--- src/rtl/adc_if_pkg.sv ---
package adc_if_pkg;

  // Command fields in arrival order; the first bit after the start marker
  // lands in the most significant position.
  typedef struct packed {
    logic single_end;  // 1: channel vs ground, 0: channel pair
    logic odd_sign;    // channel / polarity pick
    logic msb_only;    // 1: MSB-first then zero fill, 0: add reversed copy
    logic run;         // 1: convert, 0: shut down for this frame
  } cmd_t;

  localparam int CMD_BITS = $bits(cmd_t);

  typedef enum logic [1:0] {
    RX_HUNT = 2'd0,
    RX_WORD = 2'd1,
    RX_DONE = 2'd2
  } rx_state_t;

  // {differential, positive-input channel}
  function automatic logic [1:0] route_of(input cmd_t c);
    return {~c.single_end, c.odd_sign};
  endfunction

endpackage

--- src/rtl/adc_bit_sync.sv ---
module adc_bit_sync #(
  parameter int STAGES = 2,
  parameter bit RST_VAL = 1'b0
) (
  input  logic clk,
  input  logic rst_n,
  input  logic d,
  output logic q
);
  logic [STAGES-1:0] chain;

  generate
    for (genvar i = 0; i < STAGES; i++) begin : g_stage
      if (i == 0) begin : g_first
        always_ff @(posedge clk or negedge rst_n)
          if (!rst_n) chain[0] <= RST_VAL;
          else        chain[0] <= d;
      end else begin : g_next
        always_ff @(posedge clk or negedge rst_n)
          if (!rst_n) chain[i] <= RST_VAL;
          else        chain[i] <= chain[i-1];
      end
    end
  endgenerate

  assign q = chain[STAGES-1];
endmodule

--- src/rtl/adc_cmd_rx.sv ---
module adc_cmd_rx
  import adc_if_pkg::*;
(
  input  logic clk,
  input  logic rst_n,
  input  logic frame_on,
  input  logic sclk_rise,
  input  logic din_s,
  output logic cap_pulse,
  output logic armed,
  output cmd_t cmd
);
  localparam int CNT_W = $clog2(CMD_BITS);

  rx_state_t             st;
  logic [CNT_W-1:0]      cnt;
  logic [CMD_BITS-2:0]   sh;

  always_ff @(posedge clk or negedge rst_n) begin
    if (!rst_n) begin
      st        <= RX_HUNT;
      cnt       <= '0;
      sh        <= '0;
      cap_pulse <= 1'b0;
      cmd       <= '0;
    end else begin
      cap_pulse <= 1'b0;
      if (!frame_on) begin
        st  <= RX_HUNT;
        cnt <= '0;
      end else if (sclk_rise) begin
        case (st)
          RX_HUNT: if (din_s) begin
            st  <= RX_WORD;
            cnt <= '0;
          end
          RX_WORD: begin
            sh <= {sh[CMD_BITS-3:0], din_s};
            if (cnt == CNT_W'(CMD_BITS - 1)) begin
              st        <= RX_DONE;
              cap_pulse <= 1'b1;
              cmd       <= cmd_t'({sh, din_s});
            end else begin
              cnt <= cnt + 1'b1;
            end
          end
          default: ;
        endcase
      end
    end
  end

  assign armed = (st == RX_DONE);
endmodule

--- src/rtl/adc_out_seq.sv ---
module adc_out_seq #(
  parameter int DATA_W = 12
) (
  input  logic              clk,
  input  logic              rst_n,
  input  logic              frame_on,
  input  logic              sclk_fall,
  input  logic              armed,
  input  logic              msb_only,
  input  logic              all_ones,
  input  logic [DATA_W-1:0] data,
  output logic              dout,
  output logic              dout_oe
);
  // slot 0: null, 1..W: MSB-first, W+1..2W-1: reversed copy, 2W: fill
  localparam int LAST   = 2 * DATA_W;
  localparam int SLOT_W = $clog2(LAST + 1);

  logic [SLOT_W-1:0] slot;
  logic [SLOT_W-1:0] slot_nx;

  function automatic logic bit_at(input logic [SLOT_W-1:0] s,
                                  input logic ord, input logic ones,
                                  input logic [DATA_W-1:0] d);
    int si;
    si = int'(s);
    if (si == 0)                   return 1'b0;
    if (si <= DATA_W)              return ones ? 1'b1 : d[DATA_W - si];
    if (si < LAST && !ord && !ones) return d[si - DATA_W];
    return 1'b0;
  endfunction

  assign slot_nx = (slot == SLOT_W'(LAST)) ? slot : slot + 1'b1;

  always_ff @(posedge clk or negedge rst_n) begin
    if (!rst_n) begin
      slot    <= '0;
      dout    <= 1'b0;
      dout_oe <= 1'b0;
    end else if (!frame_on) begin
      slot    <= '0;
      dout    <= 1'b0;
      dout_oe <= 1'b0;
    end else if (sclk_fall && armed) begin
      if (!dout_oe) begin
        dout_oe <= 1'b1;
        slot    <= '0;
        dout    <= 1'b0;
      end else begin
        slot <= slot_nx;
        dout <= bit_at(slot_nx, msb_only, all_ones, data);
      end
    end
  end
endmodule

--- src/rtl/adc_serial_if.sv ---
module adc_serial_if
  import adc_if_pkg::*;
#(
  parameter int DATA_W      = 12,
  parameter int SYNC_STAGES = 2
) (
  input  logic              clk,
  input  logic              rst_n,
  input  logic              cs_n,
  input  logic              sclk,
  input  logic              din,
  output logic              dout,
  output logic              dout_oe,
  output logic [1:0]        mux_sel,
  output logic              conv_start,
  output logic              power_down,
  input  logic [DATA_W-1:0] res_data,
  input  logic              res_valid,
  output logic              res_ready
);
  logic cs_s, sclk_s, din_s;
  logic sclk_q, on_q;
  logic frame_on, frame_begin, sclk_rise, sclk_fall;
  logic cap_pulse, armed;
  cmd_t cmd;
  logic [DATA_W-1:0] res_q;

  adc_bit_sync #(.STAGES(SYNC_STAGES), .RST_VAL(1'b1)) u_sync_cs (
    .clk(clk), .rst_n(rst_n), .d(cs_n), .q(cs_s));
  adc_bit_sync #(.STAGES(SYNC_STAGES), .RST_VAL(1'b0)) u_sync_sclk (
    .clk(clk), .rst_n(rst_n), .d(sclk), .q(sclk_s));
  adc_bit_sync #(.STAGES(SYNC_STAGES), .RST_VAL(1'b0)) u_sync_din (
    .clk(clk), .rst_n(rst_n), .d(din), .q(din_s));

  assign frame_on    = ~cs_s;
  assign frame_begin = frame_on & ~on_q;
  assign sclk_rise   = frame_on & sclk_s & ~sclk_q;
  assign sclk_fall   = frame_on & ~sclk_s & sclk_q;

  always_ff @(posedge clk or negedge rst_n) begin
    if (!rst_n) begin
      sclk_q <= 1'b0;
      on_q   <= 1'b0;
    end else begin
      sclk_q <= sclk_s;
      on_q   <= frame_on;
    end
  end

  adc_cmd_rx u_rx (
    .clk(clk), .rst_n(rst_n), .frame_on(frame_on), .sclk_rise(sclk_rise),
    .din_s(din_s), .cap_pulse(cap_pulse), .armed(armed), .cmd(cmd));

  // Routing, strobe, sleep flag and result stream
  always_ff @(posedge clk or negedge rst_n) begin
    if (!rst_n) begin
      mux_sel    <= 2'b00;
      conv_start <= 1'b0;
      power_down <= 1'b0;
      res_ready  <= 1'b0;
      res_q      <= '0;
    end else begin
      conv_start <= cap_pulse & cmd_run_now(cap_pulse);
      if (cap_pulse) mux_sel <= route_of(cmd_now);
      if (frame_begin)                 power_down <= 1'b0;
      else if (cap_pulse && !cmd_now.run) power_down <= 1'b1;
      if (cap_pulse) res_q <= '0;
      else if (res_valid && res_ready) res_q <= res_data;
      if (cap_pulse && cmd_now.run)          res_ready <= 1'b1;
      else if (!frame_on || res_valid)       res_ready <= 1'b0;
    end
  end

  // cmd is registered in the receiver together with cap_pulse
  cmd_t cmd_now;
  assign cmd_now = cmd;

  function automatic logic cmd_run_now(input logic p);
    return p & cmd.run;
  endfunction

  adc_out_seq #(.DATA_W(DATA_W)) u_tx (
    .clk(clk), .rst_n(rst_n), .frame_on(frame_on), .sclk_fall(sclk_fall),
    .armed(armed), .msb_only(cmd.msb_only), .all_ones(~cmd.run),
    .data(res_q), .dout(dout), .dout_oe(dout_oe));

endmodule

--- config.mk ---
export PLATFORM = sky130hd
export DESIGN_NAME = adc_serial_if
export DESIGN_NICKNAME = d
export VERILOG_FILES = /design/src/rtl/adc_if_pkg.sv /design/src/rtl/adc_bit_sync.sv /design/src/rtl/adc_cmd_rx.sv /design/src/rtl/adc_out_seq.sv /design/src/rtl/adc_serial_if.sv
export SDC_FILE = /design/constraint.sdc
export NUM_CORES = 1
export LEC_CHECK = 0
export ABC_AREA = 1
export BUFFER_PORTS_ARGS = -buffer_cell sky130_fd_sc_hd__buf_4
export CORE_MARGIN = 2
export CORE_UTILIZATION = 52
export DETAILED_ROUTE_END_ITERATION = 10
export PLACE_DENSITY = 0.85
export SLEW_MARGIN = 20
export SYNTH_ARGS = -nofsm -noshare
export SYNTH_HDL_FRONTEND = slang
export SYNTH_SLANG_ARGS = --single-unit
--- constraint.sdc ---
create_clock -name clk -period 2.43 [get_ports clk]
set_clock_uncertainty 0.2 [all_clocks]
set_input_delay 0.1215 -clock clk [delete_from_list [all_inputs] [get_ports clk]]
set_output_delay 0.1215 -clock clk [all_outputs]
set_load 0.01 [all_outputs]
== Word level (Yosys, flattened, before mapping) ==
Index checks and enable logic that the tools add are counted.
Storage, ports and cells
  bits in registers: 44
  bits of input ports: 18
  output and inout bits: 7
  word-level logic and storage cells: 129
Operators by class
  $add $sub $neg: 4
  order comparisons: 4
  eq/ne operators: 7
  muxes and demuxes: 57
  bitwise operators: 12
  reductions and logical operators: 21
Operators by type and width (count)
  $lt 32x6->1 const B: 2
  $mux 1: 39
  $mux 12: 2
  $mux 5: 4
  $mux 2: 8
  $reduce_and 4->1: 3
  $reduce_bool 2->1: 5
  $bmux 1 s4: 2
  $pmux 2 s2: 2
  $and 1x1->1: 7
  $logic_and 1x1->1: 6
  $ne 3x3->1 const B: 2
  $sub 4x5->6 const A: 1
  $sub 5x4->6 const B: 1
  $add 5x1->5 const B: 1
  $eq 5x5->1 const B: 1
  $le 5x4->1 const B: 1
  $logic_not 5->1: 1
  $lt 5x5->1 const B: 1
  $not 1->1: 5
  $eq 2x2->1 const B: 2
  $ne 3x2->1 const B: 1
  $reduce_and 3->1: 1
  $reduce_bool 3->1: 1
  other kinds (5): 6

== Logic depth before layout (Yosys ltp) ==
  word-level depth: 22
  gate-level depth with buffers: 17
  gate-level depth less buffers: 17

== Modules after synthesis ==
A second synthesis with hierarchy kept.
Second synthesis, totals
  cells, all modules: 306
  area total of the unflattened synthesis: 2399.8 µm²
By module, submodules not included
  adc_serial_if: instances 1, cells an instance 105, area an instance 918.4 µm², seq. area each 475.5 µm²
  adc_out_seq: instances 1, cells an instance 123, area an instance 732.0 µm², seq. area each 175.2 µm²
  adc_cmd_rx: instances 1, cells an instance 72, area an instance 596.8 µm², seq. area each 300.3 µm²
  adc_bit_sync at u_sync_din ...: instances 2, cells an instance 2, area an instance 50.0 µm², seq. area each 50.0 µm²
  adc_bit_sync at u_sync_cs: instances 1, cells an instance 2, area an instance 52.6 µm², seq. area each 52.6 µm²

== Worst setup path before layout ==
Ideal clock, no wire load.
  path kind: register to register
  start: register u_tx.slot[0]
  end: register u_tx.dout
  setup time: 0.116 ns
  arrival time: 2.048 ns
  required time: 2.114 ns
  slack: 0.066 ns
  cell stages (with the launch flop): 18
  path buffers: 0
  period minus slack after synthesis: 2.364 ns
  cells stage by stage: dfrtp_1 > inv_1 > ha_1 > nand2_1 > inv_1 > nand2_4 > nand2_1 > nand2_2 > inv_2 > ha_1 > inv_1 > nand3_1 > nand3_1 > nor2_1 > nor2_1 > a21oi_2 > nand2_1 > nand2_1
Between the ends
  cells in the longest elaborated chain, start to end: 17
  elaborated cells on any way between the ends: 40
  those cells by class: add/sub (3); order compare (2); eq/ne (1); mux (31); reduce/logical (3)
Ends and longest elaborated chain
  start: declaration: line adc_out_seq.sv:19  | logic [SLOT_W-1:0] slot;
  start signal: assignment: line adc_out_seq.sv:50  | slot <= slot_nx;
  $add 5x1->5 or $eq 5x5->1 (tied branches): line adc_out_seq.sv:33  | assign slot_nx = (slot == SLOT_W'(LAST)) ? slot : slot + 1'b1;
  $mux 5 (*): line adc_out_seq.sv:33
  parallel branches: the longest is 11 deep, another holds $sub 4x5->6
  $mux 1 (*): line adc_out_seq.sv:28  | if (si <= DATA_W) return ones ? 1'b1 : d[DATA_W - si];
  $mux 1 (*): line adc_out_seq.sv:45  | if (!dout_oe) begin
  $mux 1 (*): line adc_out_seq.sv:44  | end else if (sclk_fall && armed) begin
  $mux 1 (*): line adc_out_seq.sv:40  | end else if (!frame_on) begin
  end signal: assignment: line adc_out_seq.sv:51  | dout <= bit_at(slot_nx, msb_only, all_ones, data);
  end: declaration: line adc_out_seq.sv:12  | output logic dout,
Every way passes the cells marked *. The select of a mux whose other input is x is not followed.
A chain may end at the register's enable or synchronous reset.

== Final worst setup path ==
Ends and elaborated chain as after synthesis.

==> results.rst <==
.. list-table::
   :header-rows: 1

   * - Metric
     - Value
   * - Clock share of power
     - 0.353
   * - Post-synth net total
     - around 290
   * - Power dissipated by switching net loads
     - ~440 uW
   * - Die Span X
     - about 70 um
   * - Detailed-placement wirelength estimate
     - between 3000 and 4000 um
   * - Power Dens Cells
     - slightly above 600 nW/um^2
   * - Via count of the first global-routing pass
     - between 1500 and 2000
   * - Cell variety after synth
     - 25
   * - Pre-CTS worst setup slack
     - -0.00856 ns
   * - Setup Crit Path Kind
     - reg2reg
   * - TritonCTS clock tree
     - done
   * - Root buffer selected by CTS
     - sky130_fd_sc_hd__clkbuf_8
   * - Final core utilization
     - 0.693
   * - Endpoints failing setup
     - 0
   * - CTS sink count
     - 44
   * - Number of design rule violations left after detail routing
     - 0
   * - Syn. warnings
     - 0
   * - Internal power consumption
     - around 1200 uW
   * - Routed via count divided by cell count
     - roughly 5.5
   * - Vias after detailed routing
     - approximately 2000
   * - Diode insertion count for antenna repair
     - 0
   * - Top FF cell, synth
     - sky130_fd_sc_hd__dfrtp_1
   * - Vertical extent of the die
     - about 70 um
   * - Area share of and/or/nand/nor cells after synthesis
     - 0.279
   * - Synth Area in XOR/XNOR
     - 0.0115
   * - Placeable core region
     - between 4000 and 5000 um^2
   * - Type of the most critical hold path
     - in2async
   * - H-tree depth
     - 2
   * - Finished Layout Cells
     - about 360
   * - Maximum clock insertion buffer count
     - 2
   * - Count of mapped cells out of synthesis
     - approximately 260
   * - Post-detailed-route wirelength per cell
     - between 10 and 15 um
   * - Shortest period the worst path allows
     - ~2.3 ns
   * - Filler instances
     - about 310
   * - Combinational family with the most area after synthesis
     - simple AND/OR/NAND/NOR gates
   * - First-pass GRT wire length
     - between 8000 and 9000 um
   * - Register area share after synthesis
     - 0.507
   * - Aggregate global routing overflow
     - 0
   * - Number of iterations in the first detailed-routing pass
     - 5
   * - Total wire length
     - about 5200 um
   * - Maximum achievable frequency
     - ~0.43 GHz
   * - Critical path launch point type
     - flop
   * - Count of input and output buffers
     - 24
   * - Number of DRC markers in iteration 0
     - roughly 220
   * - Switching share of power
     - 0.263
   * - Worst VDD drop
     - 0.000415 V
   * - Top-Level Pins
     - 25
   * - Overall die area
     - 4720 um^2
   * - Post-synthesis sequential element count
     - 44
   * - Compound-gate portion of the synthesized area
     - 0.0982
   * - Worst slew pin tran
     - 0.551 ns
   * - Comb pwr share
     - 0.139
   * - Number of max-cap violations
     - 0
   * - Clock insertion delay at the later pin of the skew report
     - between 0.2 and 0.3 ns
   * - Maximum net fanout on the critical path
     - 6
   * - Arrival time at the worst endpoint
     - 2.32 ns
   * - Largest net degree at the start of global routing
     - 45
   * - Layout overhead on the synthesized area
     - 28.2%
   * - Initial Utilization
     - 0.541
   * - Synth async-reset ratio
     - 1.00
   * - Gp weighted congestion
     - 1.02
   * - Outcome
     - completed
   * - Floorplan row count
     - 23
   * - Share of post-route cells with drive strength above 1
     - 0.220
   * - Number of placed cells counting well taps
     - between 300 and 400
   * - Worst setup EP type
     - flop
   * - Cell area after technology mapping
     - 2180 um^2
   * - Power share of the sequential group
     - 0.508
   * - Number of nets at the end of the flow
     - ~340
   * - Worst slew margin relative to its limit
     - 0.633
   * - Multiplexer share of the synthesized area
     - 0
   * - Routed Antenna Nets
     - 0
   * - TritonCTS buffer count
     - 5
   * - Final worst-path cycle share
     - 0.959
   * - Syn avg cell area
     - between 8 and 9 um^2
   * - Final hold violations
     - 0
   * - Number of antenna violations at the first check in global routing
     - 0
   * - Clock slew at reported path FFs
     - 0.09 ns
   * - Fin. max-slew vios
     - 0
   * - Count of flip-flops with a built-in enable after synthesis
     - 0
   * - Leakage power total
     - 0.00141 uW
   * - Adder-cell share of the synthesized area
     - 0.0345
   * - Global-route total usage across every layer
     - 0.247
   * - Post-route worst setup slack
     - 0.100 ns
   * - CP required
     - ~2.4 ns
==> layout by cell type, fill, tap and decap left out <==
cell type and instances:
sky130_fd_sc_hd__nor2_4 2, sky130_fd_sc_hd__dlygate4sd3_1 18, sky130_fd_sc_hd__clkinv_1 1, sky130_fd_sc_hd__buf_4 31, sky130_fd_sc_hd__nand2_2 6, sky130_fd_sc_hd__a21oi_1 13
sky130_fd_sc_hd__nand3_2 1, sky130_fd_sc_hd__bufinv_16 1, sky130_fd_sc_hd__nand4_1 1, sky130_fd_sc_hd__dfrtp_1 42, sky130_fd_sc_hd__a21oi_2 2, sky130_fd_sc_hd__nand2_4 3
sky130_fd_sc_hd__xor2_1 1, sky130_fd_sc_hd__o211ai_1 1, sky130_fd_sc_hd__inv_4 1, sky130_fd_sc_hd__nand3_1 39, sky130_fd_sc_hd__clkbuf_8 6, sky130_fd_sc_hd__xor2_2 1
sky130_fd_sc_hd__nor2_2 3, sky130_fd_sc_hd__clkinv_4 1, sky130_fd_sc_hd__inv_1 29, sky130_fd_sc_hd__nor2_1 20, sky130_fd_sc_hd__nand2_8 1, sky130_fd_sc_hd__a31o_2 1
sky130_fd_sc_hd__o21ai_0 15, sky130_fd_sc_hd__o22ai_1 7, sky130_fd_sc_hd__ha_1 5, sky130_fd_sc_hd__ha_4 1, sky130_fd_sc_hd__nor3_1 2, sky130_fd_sc_hd__inv_2 6
sky130_fd_sc_hd__dfstp_2 2, sky130_fd_sc_hd__nand2_1 51
==> worst max-delay path: stages, from the launching register on <==
cell and delay [ns]:
sky130_fd_sc_hd__dfrtp_1 0.40, sky130_fd_sc_hd__buf_4 0.14, sky130_fd_sc_hd__buf_4 0.15, sky130_fd_sc_hd__ha_1 0.21, sky130_fd_sc_hd__nor2_1 0.13, sky130_fd_sc_hd__nor2_2 0.07
sky130_fd_sc_hd__nand2_4 0.11, sky130_fd_sc_hd__inv_2 0.08, sky130_fd_sc_hd__ha_1 0.21, sky130_fd_sc_hd__a21oi_2 0.17, sky130_fd_sc_hd__nand2_1 0.08, sky130_fd_sc_hd__nor2_2 0.13
sky130_fd_sc_hd__a21oi_2 0.06, sky130_fd_sc_hd__nand2_1 0.05, sky130_fd_sc_hd__nand2_1 0.04
==> per-layer routing <==
layer / part of all wire / vias up / track usage
li1: - / 952 / -
met1: 0.41 / 954 / 0.311
met5: 0 / - / 0
met3: 0.054 / 10 / 0.0487
met2: 0.52 / 79 / 0.421
met4: 0.016 / 0 / 0.0956
==> power by group through the flow <==
| stage | logic (uW) | registers [uW] | clock network, uW |
|---|---|---|---|
| 5_1_grt | 270 | 865 | 630 |
| 6_report | 234 | 857 | 595 |
| 4_1_cts | 230 | 855 | 597 |
| 2_1_floorplan | 134 | 858 | 0 |
| 3_5_place_dp | 208 | 869 | 0 |
| 3_3_place_gp | 195 | 866 | 0 |
==> registers in the layout, summed over array words and instances, names as in the netlist <==
register	cells
u_sync_sclk.q	1
u_sync_cs.chain	1
u_tx.dout	1
u_rx.st	2
res_q	12
u_sync_cs.q	1
on_q	1
u_rx.cnt	2
sclk_q	1
u_tx.slot	5
u_sync_sclk.chain	1
res_ready	1
u_rx.cmd	4
u_tx.dout_oe	1
conv_start	1
u_rx.cap_pulse	1
mux_sel	2
u_sync_din.q	1
power_down	1
u_sync_din.chain	1
u_rx.sh	3
==> synth_stat cells, types with 2 or more instances <==
cell type                   n  share of area
sky130_fd_sc_hd__nand2_1   52          0.090
sky130_fd_sc_hd__dfrtp_1   42           0.48
sky130_fd_sc_hd__nand3_1   39          0.090
sky130_fd_sc_hd__inv_1     33          0.057
sky130_fd_sc_hd__nor2_1    21          0.036
sky130_fd_sc_hd__o21ai_0   15          0.034
sky130_fd_sc_hd__a21oi_1   14          0.032
sky130_fd_sc_hd__o22ai_1    7          0.020
sky130_fd_sc_hd__ha_1       6          0.034
sky130_fd_sc_hd__nand2_2    5          0.014
sky130_fd_sc_hd__clkbuf_1   4         0.0069
sky130_fd_sc_hd__nand2_4    4          0.021
sky130_fd_sc_hd__inv_2      3         0.0052
sky130_fd_sc_hd__dfstp_2    2          0.024
sky130_fd_sc_hd__nor2_2     2         0.0057
sky130_fd_sc_hd__nor2_4     2          0.010
sky130_fd_sc_hd__nor3_1     2         0.0046
==> cells by family after synthesis <==
| family | count (synthesis) |
|---|---|
| xor gates and xnor gates | 2 |
| AOI/OAI and AO/OA | 39 |
| buffers and inverters | 41 |
| and+or+nand+nor | 129 |
| DFF | 44 |
| adders and majority gates | 6 |
==> what timing repair did <==
| item | in CTS | in global routing |
|---|---|---|
| gates resized for setup | 1 | 10 |
| hold buffers | 18 | 0 |
| cloned | 0 | 0 |
| hold endpoints to repair | 60 | 0 |
| pin swaps | 0 | 4 |
| buffers inserted | 0 | 5 |
| endpoints found under the setup margin | 1 | 1 |
==> per-stage QoR <==
step,cell area (um^2),TNS (ns),hold slack [ns],total power [uW]
after floorplan,2180,0,-0.374,992
after global placement,2420,0,-0.0591,1060
after detailed placement,2420,-0.00856,-0.0546,1080
after CTS,2720,0,0.161,1680
after global routing,2790,-0.0320,0.166,1770
final,2790,0,0.147,1690
==> worst paths after layout <==
| path | from | to | slack, ns | cells past startpoint |
|---|---|---|---|---|
| worst max-delay path | u_tx.slot[0]$_DFFE_PN0P_ | u_tx.dout$_DFFE_PN0P_ | 0.10 | 14 |
| worst min-delay path | rst_n | res_q[1]$_DFFE_PN0P_ | 0.15 | 2 |
| worst max register to register | u_tx.slot[0]$_DFFE_PN0P_ | u_tx.dout$_DFFE_PN0P_ | 0.10 | 14 |
| worst min register to register | u_sync_sclk.chain[0]$_DFF_PN0_ | u_sync_sclk.q$_DFF_PN0_ | 0.16 | 0 |
| max in group asynchronous | rst_n | u_sync_cs.q$_DFF_PN1_ | 1.49 | 2 |
| min in group clk | u_sync_sclk.chain[0]$_DFF_PN0_ | u_sync_sclk.q$_DFF_PN0_ | 0.16 | 0 |
==> area by class of cell <==
| cell class | count | area, um^2 | area share |
|---|---|---|---|
| repair buffers | 49 | 413 | 0.148 |
| well taps | 50 | 62.6 | 0.0224 |
| clock inverters | 2 | 38.8 | 0.0139 |
| flip-flops and latches | 44 | 1100 | 0.395 |
| clock buffers | 6 | 82.6 | 0.0296 |
| multi-input cells | 176 | 951 | 0.341 |
| inverters | 37 | 141 | 0.0506 |
No activity file was read; power rests on OpenSTA's default activity.
